**src/rtl/rxf_pkg.sv**
```systemverilog
package rxf_pkg;
  localparam int unsigned BYTE_W = 8;
  localparam int unsigned BUS_W  = 32;
  localparam int unsigned DEPTH  = 2;

  typedef enum logic [1:0] {
    LVL_EMPTY = 2'b00,
    LVL_ONE   = 2'b01,
    LVL_RSVD  = 2'b10,
    LVL_FULL  = 2'b11
  } lvl_e;

  typedef enum logic {
    WIN_BYTE = 1'b0,
    WIN_PAIR = 1'b1
  } win_e;
endpackage

```
**src/rtl/rxf_store.sv**
```systemverilog
module rxf_store #(
  parameter int unsigned BYTE_W = rxf_pkg::BYTE_W,
  parameter int unsigned DEPTH  = rxf_pkg::DEPTH,
  localparam int unsigned PTR_W = (DEPTH > 1) ? $clog2(DEPTH) : 1,
  localparam int unsigned CNT_W = $clog2(DEPTH + 1)
) (
  input  logic              clk_i,
  input  logic              rst_ni,
  input  logic              push_i,
  input  logic [BYTE_W-1:0] push_data_i,
  input  logic [CNT_W-1:0]  pop_cnt_i,
  output logic [BYTE_W-1:0] head_o,
  output logic [BYTE_W-1:0] next_o,
  output logic [CNT_W-1:0]  count_o,
  output logic              full_o
);
  logic [BYTE_W-1:0] mem_q [DEPTH];
  logic [PTR_W-1:0]  rd_ptr_q, wr_ptr_q, rd_ptr_d;
  logic [CNT_W-1:0]  count_q;

  function automatic logic [PTR_W-1:0] ptr_inc(input logic [PTR_W-1:0] p);
    return (p == PTR_W'(DEPTH - 1)) ? '0 : p + 1'b1;
  endfunction

  always_comb begin
    rd_ptr_d = rd_ptr_q;
    for (int unsigned i = 0; i < DEPTH; i++) begin
      if (CNT_W'(i) < pop_cnt_i) rd_ptr_d = ptr_inc(rd_ptr_d);
    end
  end

  always_ff @(posedge clk_i or negedge rst_ni) begin
    if (!rst_ni) begin
      rd_ptr_q <= '0;
      wr_ptr_q <= '0;
      count_q  <= '0;
    end else begin
      rd_ptr_q <= rd_ptr_d;
      if (push_i) wr_ptr_q <= ptr_inc(wr_ptr_q);
      count_q <= count_q + CNT_W'(push_i) - pop_cnt_i;
    end
  end

  generate
    for (genvar g = 0; g < DEPTH; g++) begin : g_slot
      always_ff @(posedge clk_i or negedge rst_ni) begin
        if (!rst_ni) mem_q[g] <= '0;
        else if (push_i && wr_ptr_q == PTR_W'(g)) mem_q[g] <= push_data_i;
      end
    end
  endgenerate

  assign head_o  = mem_q[rd_ptr_q];
  assign next_o  = mem_q[ptr_inc(rd_ptr_q)];
  assign count_o = count_q;
  assign full_o  = (count_q == CNT_W'(DEPTH));

  a_r4_no_underflow: assert property (@(posedge clk_i) disable iff (!rst_ni)
    pop_cnt_i <= count_q);
  a_r9_no_overflow: assert property (@(posedge clk_i) disable iff (!rst_ni)
    full_o |-> !push_i);
  a_r1_single_pop_step: assert property (@(posedge clk_i) disable iff (!rst_ni)
    (pop_cnt_i == CNT_W'(1) && !push_i) |=> count_q == $past(count_q) - 1'b1);
endmodule

```
**src/rtl/rxf_bus_port.sv**
```systemverilog
module rxf_bus_port #(
  parameter int unsigned BYTE_W = rxf_pkg::BYTE_W,
  parameter int unsigned BUS_W  = rxf_pkg::BUS_W,
  parameter int unsigned DEPTH  = rxf_pkg::DEPTH,
  localparam int unsigned CNT_W = $clog2(DEPTH + 1)
) (
  input  logic              clk_i,
  input  logic              rst_ni,
  input  logic              req_i,
  input  logic              we_i,
  input  rxf_pkg::win_e     win_i,
  input  logic [CNT_W-1:0]  count_i,
  input  logic [BYTE_W-1:0] head_i,
  input  logic [BYTE_W-1:0] next_i,
  output logic              ready_o,
  output logic [BUS_W-1:0]  rdata_o,
  output logic [CNT_W-1:0]  pop_cnt_o
);
  import rxf_pkg::*;

  logic rd_req, avail, rd_done;

  assign rd_req  = req_i && !we_i;
  assign avail   = (win_i == WIN_BYTE) ? (count_i != '0) : (count_i == CNT_W'(DEPTH));
  assign rd_done = rd_req && avail;
  // writes complete at once and touch nothing
  assign ready_o = (req_i && we_i) || rd_done;

  always_comb begin
    rdata_o   = '0;
    pop_cnt_o = '0;
    if (rd_done) begin
      if (win_i == WIN_BYTE) begin
        rdata_o   = BUS_W'(head_i);
        pop_cnt_o = CNT_W'(1);
      end else begin
        rdata_o   = BUS_W'({next_i, head_i});
        pop_cnt_o = CNT_W'(DEPTH);
      end
    end
  end

  a_r3_byte_stall: assert property (@(posedge clk_i) disable iff (!rst_ni)
    (rd_req && win_i == WIN_BYTE && count_i == '0) |-> !ready_o);
  a_r6_pair_stall: assert property (@(posedge clk_i) disable iff (!rst_ni)
    (rd_req && win_i == WIN_PAIR && count_i != CNT_W'(DEPTH)) |-> !ready_o);
  a_r8_write_no_pop: assert property (@(posedge clk_i) disable iff (!rst_ni)
    (req_i && we_i) |-> (pop_cnt_o == '0 && ready_o));
  a_r2_upper_zero: assert property (@(posedge clk_i) disable iff (!rst_ni)
    (ready_o && win_i == WIN_BYTE) |-> rdata_o[BUS_W-1:BYTE_W] == '0);
  a_r5_upper_zero: assert property (@(posedge clk_i) disable iff (!rst_ni)
    (ready_o && win_i == WIN_PAIR) |-> rdata_o[BUS_W-1:2*BYTE_W] == '0);
endmodule

```
**src/rtl/rxf_level_enc.sv**
```systemverilog
module rxf_level_enc #(
  parameter int unsigned DEPTH  = rxf_pkg::DEPTH,
  localparam int unsigned CNT_W = $clog2(DEPTH + 1)
) (
  input  logic             clk_i,
  input  logic             rst_ni,
  input  logic [CNT_W-1:0] count_i,
  output rxf_pkg::lvl_e    level_o
);
  import rxf_pkg::*;

  always_comb begin
    if (count_i == '0)                level_o = LVL_EMPTY;
    else if (count_i == CNT_W'(DEPTH)) level_o = LVL_FULL;
    else                              level_o = LVL_ONE;
  end

  a_r7_no_reserved: assert property (@(posedge clk_i) disable iff (!rst_ni)
    level_o != LVL_RSVD);
endmodule

```
**src/rtl/rx_pair_fifo.sv**
```systemverilog
module rx_pair_fifo #(
  parameter int unsigned BYTE_W = rxf_pkg::BYTE_W,
  parameter int unsigned BUS_W  = rxf_pkg::BUS_W,
  parameter int unsigned DEPTH  = rxf_pkg::DEPTH,
  localparam int unsigned CNT_W = $clog2(DEPTH + 1)
) (
  input  logic              clk_i,
  input  logic              rst_ni,
  input  logic              push_valid_i,
  input  logic [BYTE_W-1:0] push_data_i,
  output logic              push_ready_o,
  input  logic              bus_req_i,
  input  logic              bus_we_i,
  input  logic              bus_sel_i,
  input  logic [BUS_W-1:0]  bus_wdata_i,
  output logic [BUS_W-1:0]  bus_rdata_o,
  output logic              bus_ready_o,
  output logic [1:0]        rx_level_o
);
  import rxf_pkg::*;

  logic              full, push;
  logic [CNT_W-1:0]  count, pop_cnt;
  logic [BYTE_W-1:0] head, next;
  lvl_e              level;
  win_e              win;
  logic              unused_wdata;

  assign unused_wdata = ^bus_wdata_i;
  assign win          = win_e'(bus_sel_i);
  assign push_ready_o = !full;
  assign push         = push_valid_i && push_ready_o;

  rxf_store #(.BYTE_W(BYTE_W), .DEPTH(DEPTH)) i_store (
    .clk_i      (clk_i),
    .rst_ni     (rst_ni),
    .push_i     (push),
    .push_data_i(push_data_i),
    .pop_cnt_i  (pop_cnt),
    .head_o     (head),
    .next_o     (next),
    .count_o    (count),
    .full_o     (full)
  );

  rxf_bus_port #(.BYTE_W(BYTE_W), .BUS_W(BUS_W), .DEPTH(DEPTH)) i_port (
    .clk_i    (clk_i),
    .rst_ni   (rst_ni),
    .req_i    (bus_req_i),
    .we_i     (bus_we_i),
    .win_i    (win),
    .count_i  (count),
    .head_i   (head),
    .next_i   (next),
    .ready_o  (bus_ready_o),
    .rdata_o  (bus_rdata_o),
    .pop_cnt_o(pop_cnt)
  );

  rxf_level_enc #(.DEPTH(DEPTH)) i_level (
    .clk_i  (clk_i),
    .rst_ni (rst_ni),
    .count_i(count),
    .level_o(level)
  );

  assign rx_level_o = level;

  a_r4_pair_empties: assert property (@(posedge clk_i) disable iff (!rst_ni)
    (bus_ready_o && !bus_we_i && bus_sel_i) |=> rx_level_o == LVL_EMPTY);
  a_r9_refuse_full: assert property (@(posedge clk_i) disable iff (!rst_ni)
    (rx_level_o == LVL_FULL) |-> !push_ready_o);
  a_r10_push_pop_same: assert property (@(posedge clk_i) disable iff (!rst_ni)
    (rx_level_o == LVL_ONE && push && bus_ready_o && !bus_we_i && !bus_sel_i)
    |=> rx_level_o == LVL_ONE);
  a_r8_write_keeps_level: assert property (@(posedge clk_i) disable iff (!rst_ni)
    (bus_req_i && bus_we_i && !push_valid_i) |=> $stable(rx_level_o));
endmodule

```
**config.mk**
```make
export PLATFORM = sky130hd
export DESIGN_NAME = rx_pair_fifo
export DESIGN_NICKNAME = d
export VERILOG_FILES = /design/src/rtl/rxf_pkg.sv /design/src/rtl/rxf_store.sv /design/src/rtl/rxf_bus_port.sv /design/src/rtl/rxf_level_enc.sv /design/src/rtl/rx_pair_fifo.sv
export SDC_FILE = /design/constraint.sdc
export NUM_CORES = 1
export LEC_CHECK = 0
export BUFFER_PORTS_ARGS = -buffer_cell sky130_fd_sc_hd__buf_2
export CELL_PAD_IN_SITES_DETAIL_PLACEMENT = 0
export CELL_PAD_IN_SITES_GLOBAL_PLACEMENT = 1
export CORE_ASPECT_RATIO = 1.4
export CORE_MARGIN = 8
export CORE_UTILIZATION = 30
export DETAILED_ROUTE_END_ITERATION = 6
export PLACE_DENSITY = 0.89
export SYNTH_ARGS = -nofsm -noshare
export SYNTH_HDL_FRONTEND = slang
export SYNTH_SLANG_ARGS = --single-unit
```
**constraint.sdc**
```tcl
create_clock -name clk_i -period 3.5 [get_ports clk_i]
set_input_delay 0.525 -clock clk_i [delete_from_list [all_inputs] [get_ports clk_i]]
set_output_delay 0.525 -clock clk_i [all_outputs]
set_load 0.02 [all_outputs]
```
==> results of run 1 <==
## final cells by class
type | instances | area [µm²]
multi-input combinational | 84 | 619
sequential | 20 | 500
tap | 43 | 53.8
clock buffer | 3 | 41.3
fill | 404 | 2470
clock inverter | 1 | 30.0
inverter | 2 | 7.51
timing repair buffer | 33 | 165
## per-layer routing
| layer | routed length, µm | GRT usage (%) | up-vias |
|---|---|---|---|
| met5 | 0 | 0 | - |
| met4 | 31 | 3.09 | 0 |
| met3 | 187 | 2.51 | 2 |
| met2 | 1290 | 14.2 | 26 |
| met1 | 975 | 8.00 | 379 |
| li1 | - | - | 402 |
## logic make-up after synthesis
group                      after synthesis
other                                    1
AOI/OAI and AO/OA                        1
and+or+nand+nor                         29
xor gates and xnor gates                 4
muxes                                   32
DFF                                     20
buffers and inverters                   21
adders and majority gates                2
## placed cells by master, fill, tap and decap left out, drive strengths merged
cell type  count
bufinv         1
nor2b          1
nor2          16
inv            2
dfrtp         20
and3b          1
nand2          4
mux2i         16
xnor2          2
nand2b         1
nor3b          1
conb          16
nand3b         1
o21ai          1
mux2          16
ha             2
or2            1
clkbuf         3
xor2           2
nand3          2
buf           33
and3           1
## worst max-delay path by stage
stage                            startpoint                            to  depth (start not counted)
6_report         i_store.rd_ptr_q$_DFF_PN0_                bus_rdata_o[1]                          3
5_1_grt          i_store.rd_ptr_q$_DFF_PN0_                bus_rdata_o[1]                          3
4_1_cts          i_store.rd_ptr_q$_DFF_PN0_                bus_rdata_o[1]                          3
3_5_place_dp                      bus_req_i                bus_rdata_o[1]                          5
3_3_place_gp                      bus_req_i                bus_rdata_o[1]                          5
2_1_floorplan  i_store.count_o[1]$_DFF_PN0_  i_store.count_o[1]$_DFF_PN0_                          7
## worst reg2reg max path: cells and delay by family, from the launching register on
family | cells | cell delay [ps]
AND/OR/NAND/NOR | 2 | 540
adder cells (fa/ha/maj) | 2 | 440
flip-flops | 1 | 420
XOR/XNOR | 2 | 280
buffers and inverters | 1 | 40
## report_power, final
group	internal, µW	switching [µW]
combinational	274	233
sequential	352	134
clock	152	73.2
total	778	441
## sequential cells by signal, summed over array words and instances, names as in the netlist
register / cells
i_store.count_o: 2
i_store.mem_q: 16
i_store.rd_ptr_q: 1
i_store.wr_ptr_q: 1
## per-stage QoR
step                      area, µm²  power [µW]  worst slack, ps  cells  utilization [%]
final                          1420        1220             1300    186             36.5
after global routing           1420        1310             1150    186             36.5
after CTS                      1420        1240             1250    186             36.5
after detailed placement       1350        1010             1340    182             34.7
after global placement         1350         991             1350    182             34.7
after floorplan                1260         900             1680    125                -
==> results.yml, run 1 <==
status:
  status: "complete, no violations"
floorplanning:
  die_width_um: 69.6
  ios: 82
  initial_utilization_pct: 31.0
  dieArea_um2: 6330
  die_y_um: 91.0
  coreArea_um2: 3880
  row_count: 27
final_layout:
  drive_above_1_share_pct: 40.6
  antenna_cells: 0
  area_growth_pct: 17.5
  fin_nets: 192
flow_run:
  maxCapViolations: 0
worst_setup_path:
  r2r_start: "i_store.count_o[1]$_DFF_PN0_"
  worstPathMaxFanout: 17
  cpPeakStageDelay_ps: 910
  crit_buf_inv: 1
  endpoint_kind: "primary output"
  path_cells: "mux2i_1 -> nor2_1 -> buf_2"
  r2r_setup_slack_ps: 1680
  timing.rr.end: "i_store.count_o[1]$_DFF_PN0_"
  reg2reg_depth: 7
  crit_type: "reg2out"
  worstPathRequired_ps: 2970
  start_kind: "flip-flop"
  slowest_stage: "dfrtp_1"
  cp.arrival_ps: 1680
  crit_family: "flip-flops"
logic_synthesis:
  synth_enable_flop_cells: 0
  yosys.area_share.xor_xnor_pct: 2.90
  yosysUniqueCellTypes: 22
  synth_ff_type: "dfrtp_1"
  seq_area_frac_synth_pct: 41.5
  muxShareOfSynthArea_pct: 28.2
  synth_top_family_by_area: "multiplexers"
  synthAdderAreaFrac_pct: 2.07
  synth.avg_cell_area_um2: 11.0
  netlist_area_um2: 1210
  syn_inst: 110
  async_flop_share_pct: 100
  yosysMostFrequentCell: "dfrtp_1"
  synth_top_cell_area_share_pct: 41.5
  synthTopCellsByCount: "dfrtp_1 (20), buf_4 (16), mux2_2 (16), mux2i_1 (16), nor2_1 (16)"
  yosys_register_bits: 20
  synth_simple_gate_area_share_pct: 12.8
  synthTopCellsByArea: "dfrtp_1 (41%), mux2_2 (15%), mux2i_1 (13%)"
  synth_area_leader_cell: "dfrtp_1"
  yosysWarnings: 0
  synth-compound-area-share_pct: 0.415
grt:
  grt_pass1_wl_um: 4240
  grt_max_degree: 21
  antenna_found_initial: 0
  grt_pass1_vias: 867
  grt_overflow: 0
  grt_use_total_pct: 7.80
clock_tree:
  cts.path.max_buffers: 2
  htree_levels: 1
  path_clk_slew_ps: 80
  cts_setup_buffers: 0
  hold_buffers: 0
  numCtsBuffers: 3
  cts_tree: "built"
  root_buffer: "clkbuf_8"
  ctsResizeCount: 0
  cts_sinks: 20
  clk-insertion-delay-late_ps: 250
power:
  irDropWorstVdd_mv: 0.471
  powerDensity_nw_per_um2: 860
  leakage_uw: 0.000745
sta:
  tns_ps: 0
  clock_skew_ps: 6.71
  finalHoldViolations: 0
  post-route-min-period_ps: 2200
  fmax_mhz: 454
  whs_ps: 204
  layout_worst_path_cycle_share_pct: 63.0
  grt_setup_unrepaired: "no"
  setup_viol: 0
  slew_headroom_pct: 42.3
  tightest_slew_ps: 866
  maxSlewViolCount: 0
placed_design:
  gp_congestion: 0.679
  hpwl_um: 1960
  io_buffers: 33
route:
  vias: 809
  finalWirelength_um: 2480
  wire_per_inst_um: 13.3
  drtIter0Drc: 40
  drc: 0
  drt-vias-per-instance: 4.35
  dr.pass1.iters: 2
  postRouteAntennaNets: 0
worst_hold_path:
  hold_class: "in2async"
Power figures use the tool's default switching activity.
==> run 2, diff against run 1 <==
--- a/config.mk
+++ b/config.mk
@@ -10,9 +10,9 @@
 export CELL_PAD_IN_SITES_GLOBAL_PLACEMENT = 1
 export CORE_ASPECT_RATIO = 1.4
 export CORE_MARGIN = 8
-export CORE_UTILIZATION = 30
+export CORE_UTILIZATION = 26
 export DETAILED_ROUTE_END_ITERATION = 6
-export PLACE_DENSITY = 0.89
+export PLACE_DENSITY = 0.82
 export SYNTH_ARGS = -nofsm -noshare
 export SYNTH_HDL_FRONTEND = slang
 export SYNTH_SLANG_ARGS = --single-unit
==> constraint.sdc (replaced) <==
create_clock -name clk_i -period 1.9 [get_ports clk_i]
set_input_delay 0.285 -clock clk_i [delete_from_list [all_inputs] [get_ports clk_i]]
set_output_delay 0.285 -clock clk_i [all_outputs]
set_load 0.02 [all_outputs]
==> results.yml, run 2 (synthesis gave the netlist of run 1 again) <==
sta:
  clock_skew_ps: 3.75
  grt_setup_unrepaired: "no"
  setup_viol: 0
  finalHoldViolations: 0
  layout_worst_path_cycle_share_pct: 94.3
  post-route-min-period_ps: 1790
  maxSlewViolCount: 0
  fmax_mhz: 558
  tns_ps: 0
final_layout:
  largest_reg_flops: 16
  final-seq-area_um2: 500
  fin_nets: 202
  finalInstanceArea_um2: 1520
  antenna_cells: 0
  drive_above_1_share_pct: 45.1
  largest_register: "i_store.mem_q"
  area_growth_pct: 26.1
  final_common_cell: "buf_2"
  multiInputGateArea_um2: 624
  n_fill_cell: 503
  layout_common_cells: "buf_2 (30), dfrtp_1 (20), mux2i_1 (16), mux2_2 (16), conb_1 (16)"
  fin_util_pct: 33.8
grt:
  antenna_found_initial: 0
  grt_use_total_pct: 7.74
  grt_overflow: 0
  grtUsageMet2_pct: 15.4
  grt_max_degree: 21
  busiest_layer: "met2"
  grt_pass1_vias: 928
  grtUsageMet3_pct: 1.03
  grt_pass1_wl_um: 4280
  met1_usage_pct: 7.94
route:
  drtIter0Drc: 14
  drc: 0
  finalWirelength_um: 2560
  drt-vias-per-instance: 4.02
  postRouteAntennaNets: 0
  vias: 865
  wire_per_inst_um: 11.9
  dr.pass1.iters: 2
clock_tree:
  cts_setup_buffers: 0
  root_buffer: "clkbuf_8"
  cts_sinks: 20
  numCtsBuffers: 3
  cts.path.max_buffers: 2
  clk-insertion-delay-late_ps: 250
  cts_tree: "built"
  htree_levels: 1
  path_clk_slew_ps: 70
placed_design:
  postPlaceCellArea_um2: 1440
  io_buffers: 33
  hpwl_um: 2150
  gp_congestion: 0.767
worst_setup_path:
  start_kind: "flip-flop"
  cp.arrival_ps: 1510
  timing.rr.end: "i_store.count_o[1]$_DFF_PN0_"
  crit_buf_inv: 4
  slowest_stage: "dfrtp_1"
  r2r_start: "i_store.count_o[1]$_DFF_PN0_"
  cpPeakStageDelay_ps: 370
  crit_type: "reg2out"
  worstPathMaxFanout: 8
  endpoint_kind: "primary output"
  worstPathRequired_ps: 1620
  path_cells: "buf_4 -> nand2b_4 -> inv_4 -> nand3_1 -> buf_6 -> nor2_1 -> buf_2"
  reg2reg_depth: 7
  crit_family: "buffers and inverters"
  r2r_setup_slack_ps: 140
power:
  irDropWorstVdd_mv: 0.683
  leakage_uw: 0.000786
  powerDensity_nw_per_um2: 1470
floorplanning:
  row_count: 29
  coreArea_um2: 4500
  initial_utilization_pct: 26.8
  die_width_um: 73.6
  dieArea_um2: 7110
  ios: 82
  die_y_um: 96.6
worst_hold_path:
  hold_depth: 2
  holdCritStartpoint: "push_data_i[7]"
  hold_class: "in2reg"
  whs_endpoint: "i_store.mem_q[15]$_DFFE_PN0P_"
status:
  status: "complete, no violations"
flow_run:
  maxCapViolations: 0
==> run 2: cell types whose count changed in the layout (fill, tap and decap cells not counted), sizes merged <==
cell,before,now
buf,33,42
bufinv,1,0
clkbuf,3,4
dlygate4sd3,0,1
==> run 2: where the power goes <==
group / switching [µW] / total (µW) / internal, µW
Combinational: 551 / 1140 / 587
Sequential: 143 / 793 / 650
Clock: 128 / 312 / 184
==> run 2: layer usage <==
metal	up-vias	share of wire, %
li1	424	-
met1	411	40
met2	28	55
met3	2	3.6
met4	0	0.82
met5	-	0
==> run 2: layout make-up <==
class / count / share of cell area (%)
clock buffers: 4 / 3.62
inverters: 2 / 0.658
multi-input cells: 84 / 41.0
flip-flops and latches: 20 / 32.9
well taps: 62 / 5.10
repair buffers: 43 / 16.7
==> run 2: per-stage QoR <==
step | setup WS (ps) | hold WS [ps] | total power (µW) | instances
floorplan | 79.1 | -10.6 | 1660 | 125
global placement | 146 | 259 | 1920 | 210
detailed placement | 139 | 260 | 1950 | 210
CTS | 46.9 | 274 | 2270 | 215
global route | 6.69 | 272 | 2420 | 215
finish | 108 | 278 | 2240 | 215
==> run 2: worst max-delay path by stage <==
stage,to,cells after the start,startpoint
2_1_floorplan,i_store.count_o[1]$_DFF_PN0_,7,i_store.count_o[1]$_DFF_PN0_
3_3_place_gp,i_store.count_o[1]$_DFF_PN0_,7,i_store.count_o[1]$_DFF_PN0_
3_5_place_dp,i_store.count_o[1]$_DFF_PN0_,7,i_store.count_o[1]$_DFF_PN0_
4_1_cts,bus_rdata_o[15],7,i_store.count_o[0]$_DFF_PN0_
5_1_grt,bus_rdata_o[8],7,i_store.count_o[0]$_DFF_PN0_
6_report,bus_rdata_o[12],7,i_store.count_o[0]$_DFF_PN0_
==> run 2: timing repair <==
item                       CTS  global route
setup endpoints to repair    0             8
hold buffers                 1             0
gates resized for setup      0             7
hold endpoints to repair    20             0
